$ cat src/rtl/wsplit_pkg.sv
package wsplit_pkg;

    localparam int WS_ADDR_W     = 24;
    localparam int WS_LEN_W      = 16;
    localparam int WS_PAGE_LOG2  = 8;
    localparam int WS_PAGE_BYTES = 1 << WS_PAGE_LOG2;
    localparam int WS_CHUNK_W    = WS_PAGE_LOG2 + 1;

    typedef logic [WS_ADDR_W-1:0]  addr_t;
    typedef logic [WS_LEN_W-1:0]   count_t;
    typedef logic [WS_CHUNK_W-1:0] clen_t;

    typedef struct packed {
        addr_t  addr;
        clen_t  len;
        count_t off;
    } chunk_t;

    typedef enum logic [1:0] {
        ST_IDLE  = 2'd0,
        ST_ISSUE = 2'd1,
        ST_WAIT  = 2'd2
    } split_state_e;

    // Bytes to issue now: room left in the current page, capped by what remains.
    function automatic clen_t chunk_len_f(input logic [WS_PAGE_LOG2-1:0] lo,
                                          input count_t rem);
        count_t room;
        room = count_t'(WS_PAGE_BYTES) - count_t'(lo);
        return (rem < room) ? clen_t'(rem) : clen_t'(room);
    endfunction

endpackage

$ cat src/rtl/wsplit_chunk_calc.sv
module wsplit_chunk_calc
    import wsplit_pkg::*;
(
    input  addr_t  cur_addr,
    input  count_t cur_remain,
    input  count_t cur_off,
    output chunk_t chunk
);

    always_comb begin
        chunk.addr = cur_addr;
        chunk.off  = cur_off;
        chunk.len  = chunk_len_f(cur_addr[WS_PAGE_LOG2-1:0], cur_remain);
    end

endmodule

$ cat src/rtl/wsplit_seq.sv
module wsplit_seq
    import wsplit_pkg::*;
(
    input  logic   clk,
    input  logic   rst,
    input  logic   req_valid,
    output logic   req_ready,
    input  addr_t  req_addr,
    input  count_t req_len,
    input  chunk_t chunk,
    output logic   chunk_valid,
    input  logic   chunk_ready,
    input  logic   chunk_done,
    output logic   done,
    output addr_t  cur_addr,
    output count_t cur_remain,
    output count_t cur_off
);

    split_state_e state;
    logic         done_q;

    assign req_ready   = (state == ST_IDLE);
    assign chunk_valid = (state == ST_ISSUE);
    assign done        = done_q;

    always_ff @(posedge clk) begin
        if (rst) begin
            state      <= ST_IDLE;
            done_q     <= 1'b0;
            cur_addr   <= '0;
            cur_remain <= '0;
            cur_off    <= '0;
        end else begin
            done_q <= 1'b0;
            case (state)
                ST_IDLE: begin
                    if (req_valid) begin
                        if (req_len == '0) begin
                            done_q <= 1'b1;
                        end else begin
                            cur_addr   <= req_addr;
                            cur_remain <= req_len;
                            cur_off    <= '0;
                            state      <= ST_ISSUE;
                        end
                    end
                end
                ST_ISSUE: begin
                    if (chunk_ready) begin
                        cur_addr   <= cur_addr + addr_t'(chunk.len);
                        cur_off    <= cur_off + count_t'(chunk.len);
                        cur_remain <= cur_remain - count_t'(chunk.len);
                        state      <= ST_WAIT;
                    end
                end
                ST_WAIT: begin
                    if (chunk_done) begin
                        if (cur_remain == '0) begin
                            state  <= ST_IDLE;
                            done_q <= 1'b1;
                        end else begin
                            state <= ST_ISSUE;
                        end
                    end
                end
                default: state <= ST_IDLE;
            endcase
        end
    end

    assert_no_cross_R2: assert property (@(posedge clk) disable iff (rst)
        chunk_valid |-> ({1'b0, chunk.addr[WS_PAGE_LOG2-1:0]} + chunk.len) <= clen_t'(WS_PAGE_BYTES));

    assert_later_aligned_R5: assert property (@(posedge clk) disable iff (rst)
        (chunk_valid && chunk.off != '0) |-> (chunk.addr[WS_PAGE_LOG2-1:0] == '0));

    assert_nonzero_len_R6: assert property (@(posedge clk) disable iff (rst)
        chunk_valid |-> (chunk.len != '0));

    assert_hold_stall_R9: assert property (@(posedge clk) disable iff (rst)
        (chunk_valid && !chunk_ready) |=> (chunk_valid && $stable(chunk)));

    assert_wait_after_accept_R9: assert property (@(posedge clk) disable iff (rst)
        (chunk_valid && chunk_ready) |=> !chunk_valid);

    assert_done_when_idle_R10: assert property (@(posedge clk) disable iff (rst)
        done |-> (req_ready && !chunk_valid));

endmodule

$ cat src/rtl/page_write_splitter.sv
module page_write_splitter
    import wsplit_pkg::*;
(
    input  logic                  clk,
    input  logic                  rst,
    input  logic                  req_valid,
    output logic                  req_ready,
    input  logic [WS_ADDR_W-1:0]  req_addr,
    input  logic [WS_LEN_W-1:0]   req_len,
    output logic                  chunk_valid,
    input  logic                  chunk_ready,
    output logic [WS_ADDR_W-1:0]  chunk_addr,
    output logic [WS_CHUNK_W-1:0] chunk_len,
    output logic [WS_LEN_W-1:0]   chunk_off,
    input  logic                  chunk_done,
    output logic                  done
);

    chunk_t chunk;
    addr_t  cur_addr;
    count_t cur_remain;
    count_t cur_off;

    wsplit_chunk_calc u_calc (
        .cur_addr   (cur_addr),
        .cur_remain (cur_remain),
        .cur_off    (cur_off),
        .chunk      (chunk)
    );

    wsplit_seq u_seq (
        .clk         (clk),
        .rst         (rst),
        .req_valid   (req_valid),
        .req_ready   (req_ready),
        .req_addr    (req_addr),
        .req_len     (req_len),
        .chunk       (chunk),
        .chunk_valid (chunk_valid),
        .chunk_ready (chunk_ready),
        .chunk_done  (chunk_done),
        .done        (done),
        .cur_addr    (cur_addr),
        .cur_remain  (cur_remain),
        .cur_off     (cur_off)
    );

    assign chunk_addr = chunk.addr;
    assign chunk_len  = chunk.len;
    assign chunk_off  = chunk.off;

endmodule

$ cat config.mk
export PLATFORM = sky130hd
export DESIGN_NAME = page_write_splitter
export DESIGN_NICKNAME = d
export VERILOG_FILES = /design/src/rtl/wsplit_pkg.sv /design/src/rtl/wsplit_chunk_calc.sv /design/src/rtl/wsplit_seq.sv /design/src/rtl/page_write_splitter.sv
export SDC_FILE = /design/constraint.sdc
export NUM_CORES = 1
export LEC_CHECK = 0
export CAP_MARGIN = 10
export CORE_MARGIN = 2
export CORE_UTILIZATION = 57
export CTS_BUF_LIST = sky130_fd_sc_hd__clkbuf_2 sky130_fd_sc_hd__clkbuf_4 sky130_fd_sc_hd__clkbuf_8
export DETAILED_ROUTE_END_ITERATION = 6
export DONT_BUFFER_PORTS = 1
export PLACE_DENSITY = 0.78
export SLEW_MARGIN = 15
export SYNTH_ARGS = -nofsm -noshare
export SYNTH_HDL_FRONTEND = slang
export SYNTH_SLANG_ARGS = --single-unit
$ cat constraint.sdc
create_clock -name clk -period 6.3 [get_ports clk]
set_input_delay 0.315 -clock clk [delete_from_list [all_inputs] [get_ports clk]]
set_output_delay 0.315 -clock clk [all_outputs]
set_load 0.05 [all_outputs]
* Word level (Yosys, flattened, before mapping)
Cells that the tools add are included.
** Storage, ports and cells
- Word-level logic and storage cells :: 46
- Input bits :: 45
- Output and inout bits :: 52
- Register bits :: 59
** Operators by class
- Add/sub/neg operators :: 4
- Magnitude comparators :: 1
- Muxes and demuxes :: 24
- Reduce and logical (&&, ||, !) cells :: 6
- Eq/ne operators :: 6
** Operators with widths (number)
- $mux W16 :: 6
- $mux W24 :: 3
- $pmux W16 S2 :: 2
- $pmux W24 S2 :: 1
- $logic_not A16 Y1 :: 2
- $add A24 B9 Y24 :: 1
- $add A16 B9 Y16 :: 1
- $lt A16 B16 Y1 :: 1
- $sub A16 B9 Y16 :: 1
- $sub A9 B8 Y10 const A :: 1
- $mux W9 :: 1
- $mux W2 :: 4
- $reduce_and A4 Y1 :: 2
- $ne A2 B2 Y1 const B :: 3
- $pmux W2 S3 :: 1
- $mux W1 :: 5
- $eq A2 B1 Y1 const B :: 1
- $eq A2 B2 Y1 const B :: 1
- $logic_not A2 Y1 :: 1
- $ne A2 B1 Y1 const B :: 1
- $pmux W1 S2 :: 1
- $reduce_bool A2 Y1 :: 1

* Logic depth before layout (Yosys ltp)
- Word-level depth :: 6
- Mapped depth :: 28
- Mapped depth without buffers :: 24

* Cells and area by module
A second synthesis with hierarchy kept.
** Second synthesis, totals
- Cells, all modules :: 622
- Area, all modules :: 4870.9 µm²
** By module, submodules not included
- wsplit_seq :: area an instance 4125.2 µm², cells an instance 525, instances 1, seq. area each 1181.1 µm²
- wsplit_chunk_calc :: area an instance 745.7 µm², cells an instance 97, instances 1, seq. area each 0.0 µm²

* Worst setup path before layout
OpenSTA, ideal clock, no wires.
- Path type :: flip-flop to flip-flop
- From :: register u_seq.cur_addr[1]
- To :: register u_seq.cur_remain[12]
- Stages on the path, launching flop included :: 27
- Data required time :: 6226 ps
- Setup slack :: -935 ps
- Clock period less this slack :: 7235 ps
- Arrival :: 7161 ps
- Cell sequence :: dfxtp_1 > inv_1 > ha_1 > nor3b_1 > xor2_1 > ha_1 > nor4b_1 > mux2_2 > o221ai_2 > a21o_1 > nor2_4 > clkbuf_1 > buf_2 > o21ai_0 > ha_1 > inv_1 > fa_1 > clkbuf_1 > o21ai_0 > a31oi_1 > a221o_1 > a31oi_1 > o31ai_2 > a211oi_2 > nor2_1 > or4b_1 > a31oi_1
** Between the ends
- Word-level cells in the longest chain between the ends :: 6
** RTL lines
- from (decl) :: line wsplit_seq.sv:15 : output addr_t cur_addr,
- from (signal assigned) :: line wsplit_seq.sv:42 : cur_addr <= req_addr;
- from (signal assigned) :: line wsplit_seq.sv:51 : cur_addr <= cur_addr + addr_t'(chunk.len);
- $sub A9 B8 Y10 :: line wsplit_pkg.sv:29 : room = count_t'(WS_PAGE_BYTES) - count_t'(lo);
- $lt A16 B16 Y1 :: line wsplit_pkg.sv:30 : return (rem < room) ? clen_t'(rem) : clen_t'(room);
- $mux W9 :: line wsplit_pkg.sv:30
- named net chunk_len[0] :: line page_write_splitter.sv:13 : output logic [WS_CHUNK_W-1:0] chunk_len,
- $sub A16 B9 Y16 :: line wsplit_seq.sv:53 : cur_remain <= cur_remain - count_t'(chunk.len);
- $mux W16 :: line wsplit_seq.sv:50 : if (chunk_ready) begin
- $pmux W16 S2 :: line wsplit_seq.sv:36 : case (state)
- to (signal assigned) :: line wsplit_seq.sv:43 : cur_remain <= req_len;
- to (signal assigned) :: line wsplit_seq.sv:53
- to (decl) :: line wsplit_seq.sv:16 : output count_t cur_remain,
The timed path passes the listed nets, and every way through them passes these cells. The select of a mux whose other input is x is not followed.
A chain may end at the register's enable or synchronous reset.

* Worst setup path in the final report
- From :: register u_seq.cur_addr[1]
- To :: register u_seq.cur_remain[13]
** Between the ends
- Word-level cells in the longest chain between the ends :: 6
** RTL lines (line)
- $sub A9 B8 Y10 (*) :: wsplit_pkg.sv:29
- $lt A16 B16 Y1 :: wsplit_pkg.sv:30
- $mux W9 (*) :: wsplit_pkg.sv:30
- named net chunk_len[1] :: page_write_splitter.sv:13
- $sub A16 B9 Y16 (*) :: wsplit_seq.sv:53
- $mux W16 (*) :: wsplit_seq.sv:50
- $pmux W16 S2 (*) :: wsplit_seq.sv:36
Mark *: on every way through the listed nets, which the timed path passes. The rest lies on a longest branch. The select of a mux whose other input is x is not followed.

==> metrics.txt <==
leakage power total=0.00204 uW; worst-margin pin slew=1.12 ns; crit path launch type=flop; port buffer count=0; antenna viol nets, final=0; hold_buf cts=0; Worst slew margin=0.247; Peak supply drop=0.207 mV; vias in the first global route=4518; post-route clock period utilization=0.938; Sw Ratio=0.479; area delta synth->final=7.48%; layout net count=687; Max Root-Sink Buffers=2; DRT Wirelength=13600 um; Final Max Tran Viols=0; CTS tree=done; drt via density=6.65; Yosys warnings=0; first-pass GRT wire length=21600 um; Comb power frac=0.525; clock latency on the worst-skew pair=0.35 ns; Synth area leaders=dfxtp_1 25%, ha_1 8.1%, nor2_1 5.6%; largest net degree at the start of global routing=51; Post-Synth Adder-Cell Area=0.100; post-synthesis cell area=4790 um^2; P_int=1030 uW; Total GRT Usage=0.298; diode count=0; asr flop ratio synth=0; EDFF count, synth=0; Post-Synth Simple-Gate Area=0.225; skew final=0.00646 ns; Post-Syn Instances=618; status=finished clean; core area=8180 um^2; TritonRoute pass-1 iters=5; die footprint=9150 um^2; Crit path arrival time=6.15 ns; total CTS buffers=9; layout cells sized above 1=0.113; Clk pwr share=0.207; GP Congestion=0.932; vias post-DR=4770; crit path max fanout=11; sequential share of power=0.268; drt wl/cell=18.9 um; Max H-tree Level=3; Final min period=5.91 ns; flop and latch count out of synthesis=59; fmax=0.169 GHz; Worst Path Class, Setup=reg2reg; Post-Synth XOR/XNOR Area=0.0656; RSZ-0062 raised after global routing=no; setup TNS=0 ns; Fin. Hold Viols=0; DRC=0; initial core utilization=0.585; endpoint class of the critical path=flop; Filler cells=738; syn_area_per_cell=7.74 um^2; Reg clk slew, reported paths=0.07 ns; initial drt markers=364; mux cell area share after synthesis=0.0193; Power Dens Cells=385 nW/um^2; NetSw=948 uW; Final Core Density=0.629; post-DP HPWL=9940 um; boundary pin count=97; root buf cell=clkbuf_8; Hold WC Path Type=in2reg; number of cells upsized or downsized after cts=0; Distinct cells, synth=81; Clock Sinks=59; GRT overflow=0; post-synthesis sequential area ratio=0.247; Cell Rows=33; Syn Nets=697; final setup violation count=0; Die X=95.6 um; Max Cap Violations=0; postcts setup bufs=0; post-synthesis compound-gate area fraction=0.294; Top FF cell, synth=dfxtp_1; Die Span Y=95.6 um; antenna violations before repair=0; WP data required=6.54 ns; leading area contributor after synthesis=dfxtp_1; post-synth top area share=0.247; main combinational cell family by area after synthesis=compound AO/OA/AOI/OAI gates
## routing by layer
metal / track usage / vias to the layer above / share of wire
met2: 0.478 / 205 / 0.47
met3: 0.0743 / 30 / 0.083
met1: 0.381 / 2267 / 0.42
li1: - / 2268 / -
met4: 0.124 / 0 / 0.022
met5: 0 / - / 0
## cell families after synthesis
| logic type | Yosys count |
|---|---|
| buf+inv | 59 |
| xor+xnor | 35 |
| compound gates | 198 |
| mux | 9 |
| flops | 59 |
| fa+ha+maj | 37 |
| simple gates | 221 |
## registers in the layout (all words and copies together), names as in the netlist
| signal | cells |
|---|---|
| u_seq.cur_addr | 24 |
| u_seq.cur_off | 16 |
| u_seq.cur_remain | 16 |
| u_seq.state | 2 |
| u_seq.done | 1 |
## cells in the mapped netlist (all sizes together), types with 10 or more instances
| cell type | count |
|---|---|
| nor2 | 72 |
| dfxtp | 59 |
| nand2 | 58 |
| a21oi | 42 |
| o21ai | 40 |
| ha | 31 |
| xnor2 | 26 |
| inv | 25 |
| clkbuf | 22 |
| a22oi | 20 |
| nor3 | 18 |
| a21o | 12 |
| buf | 11 |
| nor4 | 11 |
| a31oi | 10 |
## cell type report
cell class | count | area [um^2] | share of cell area
tap | 105 | 131 | 0.0255
clock buffer | 11 | 151 | 0.0294
timing repair buffer | 12 | 90.1 | 0.0175
clock inverter | 4 | 73.8 | 0.0144
multi-input combinational | 500 | 3420 | 0.664
inverter | 26 | 97.6 | 0.0190
sequential | 59 | 1180 | 0.230
## path summary, 6_finish.rpt
path                              from                    to  slack, ns  depth (start not counted)
setup / recovery     u_seq.cur_addr[1]  u_seq.cur_remain[13]       0.39                         24
hold / removal                     rst    u_seq.cur_addr[16]       0.02                          1
setup reg to reg     u_seq.cur_addr[1]  u_seq.cur_remain[13]       0.39                         24
hold reg to reg   u_seq.cur_remain[15]  u_seq.cur_remain[15]       0.55                          1
## cell usage in the layout (no fill, tap or decap), types with 10 or more instances in the layout
| master | n |
|---|---|
| a22oi_1 | 20 |
| ha_1 | 31 |
| nor2_1 | 71 |
| a21o_1 | 11 |
| a21oi_1 | 40 |
| nor3_1 | 16 |
| clkbuf_8 | 11 |
| a31oi_1 | 10 |
| o21ai_0 | 31 |
| dfxtp_1 | 57 |
| nor4_1 | 11 |
| buf_4 | 12 |
| xnor2_1 | 24 |
| nand2_1 | 57 |
| inv_1 | 24 |
## critical path, stage by stage, from the launching register on
cell and delay, ns:
dfxtp_2 0.32, inv_1 0.12, ha_1 0.32, nor3b_2 0.28, xor2_2 0.30, ha_1 0.34
nor4b_1 0.08, mux2_2 0.28, o221ai_2 0.27, a21o_1 0.24, nor2_4 0.10, nor2_1 0.14
a21o_4 0.23, inv_1 0.15, ha_1 0.29, nor2b_1 0.16, o21ai_0 0.29, a31oi_1 0.17
maj3_2 0.36, maj3_2 0.33, a31oi_1 0.31, o22ai_2 0.18, nor4b_2 0.28, xnor2_1 0.16
o22ai_1 0.09
## through the flow
stage	instance area [um^2]	setup slack [ns]	hold WS [ns]	power (uW)	std cells
2_1_floorplan	4800	0.00144	0.449	1360	618
3_3_place_gp	4890	0.538	0.388	1520	702
3_5_place_dp	4890	0.281	0.389	1550	702
4_1_cts	5120	0.214	0.0170	1960	717
5_1_grt	5140	0.0657	0.0177	2100	717
6_report	5140	0.388	0.0159	1980	717
## power groups by stage
stage	clock network (uW)	registers, uW	logic [uW]
3_5_place_dp	0	537	1010
2_1_floorplan	0	532	824
5_1_grt	424	537	1140
3_3_place_gp	0	534	983
6_report	410	531	1040
4_1_cts	409	529	1020
Note: power is estimated with default switching activity, not from simulation.
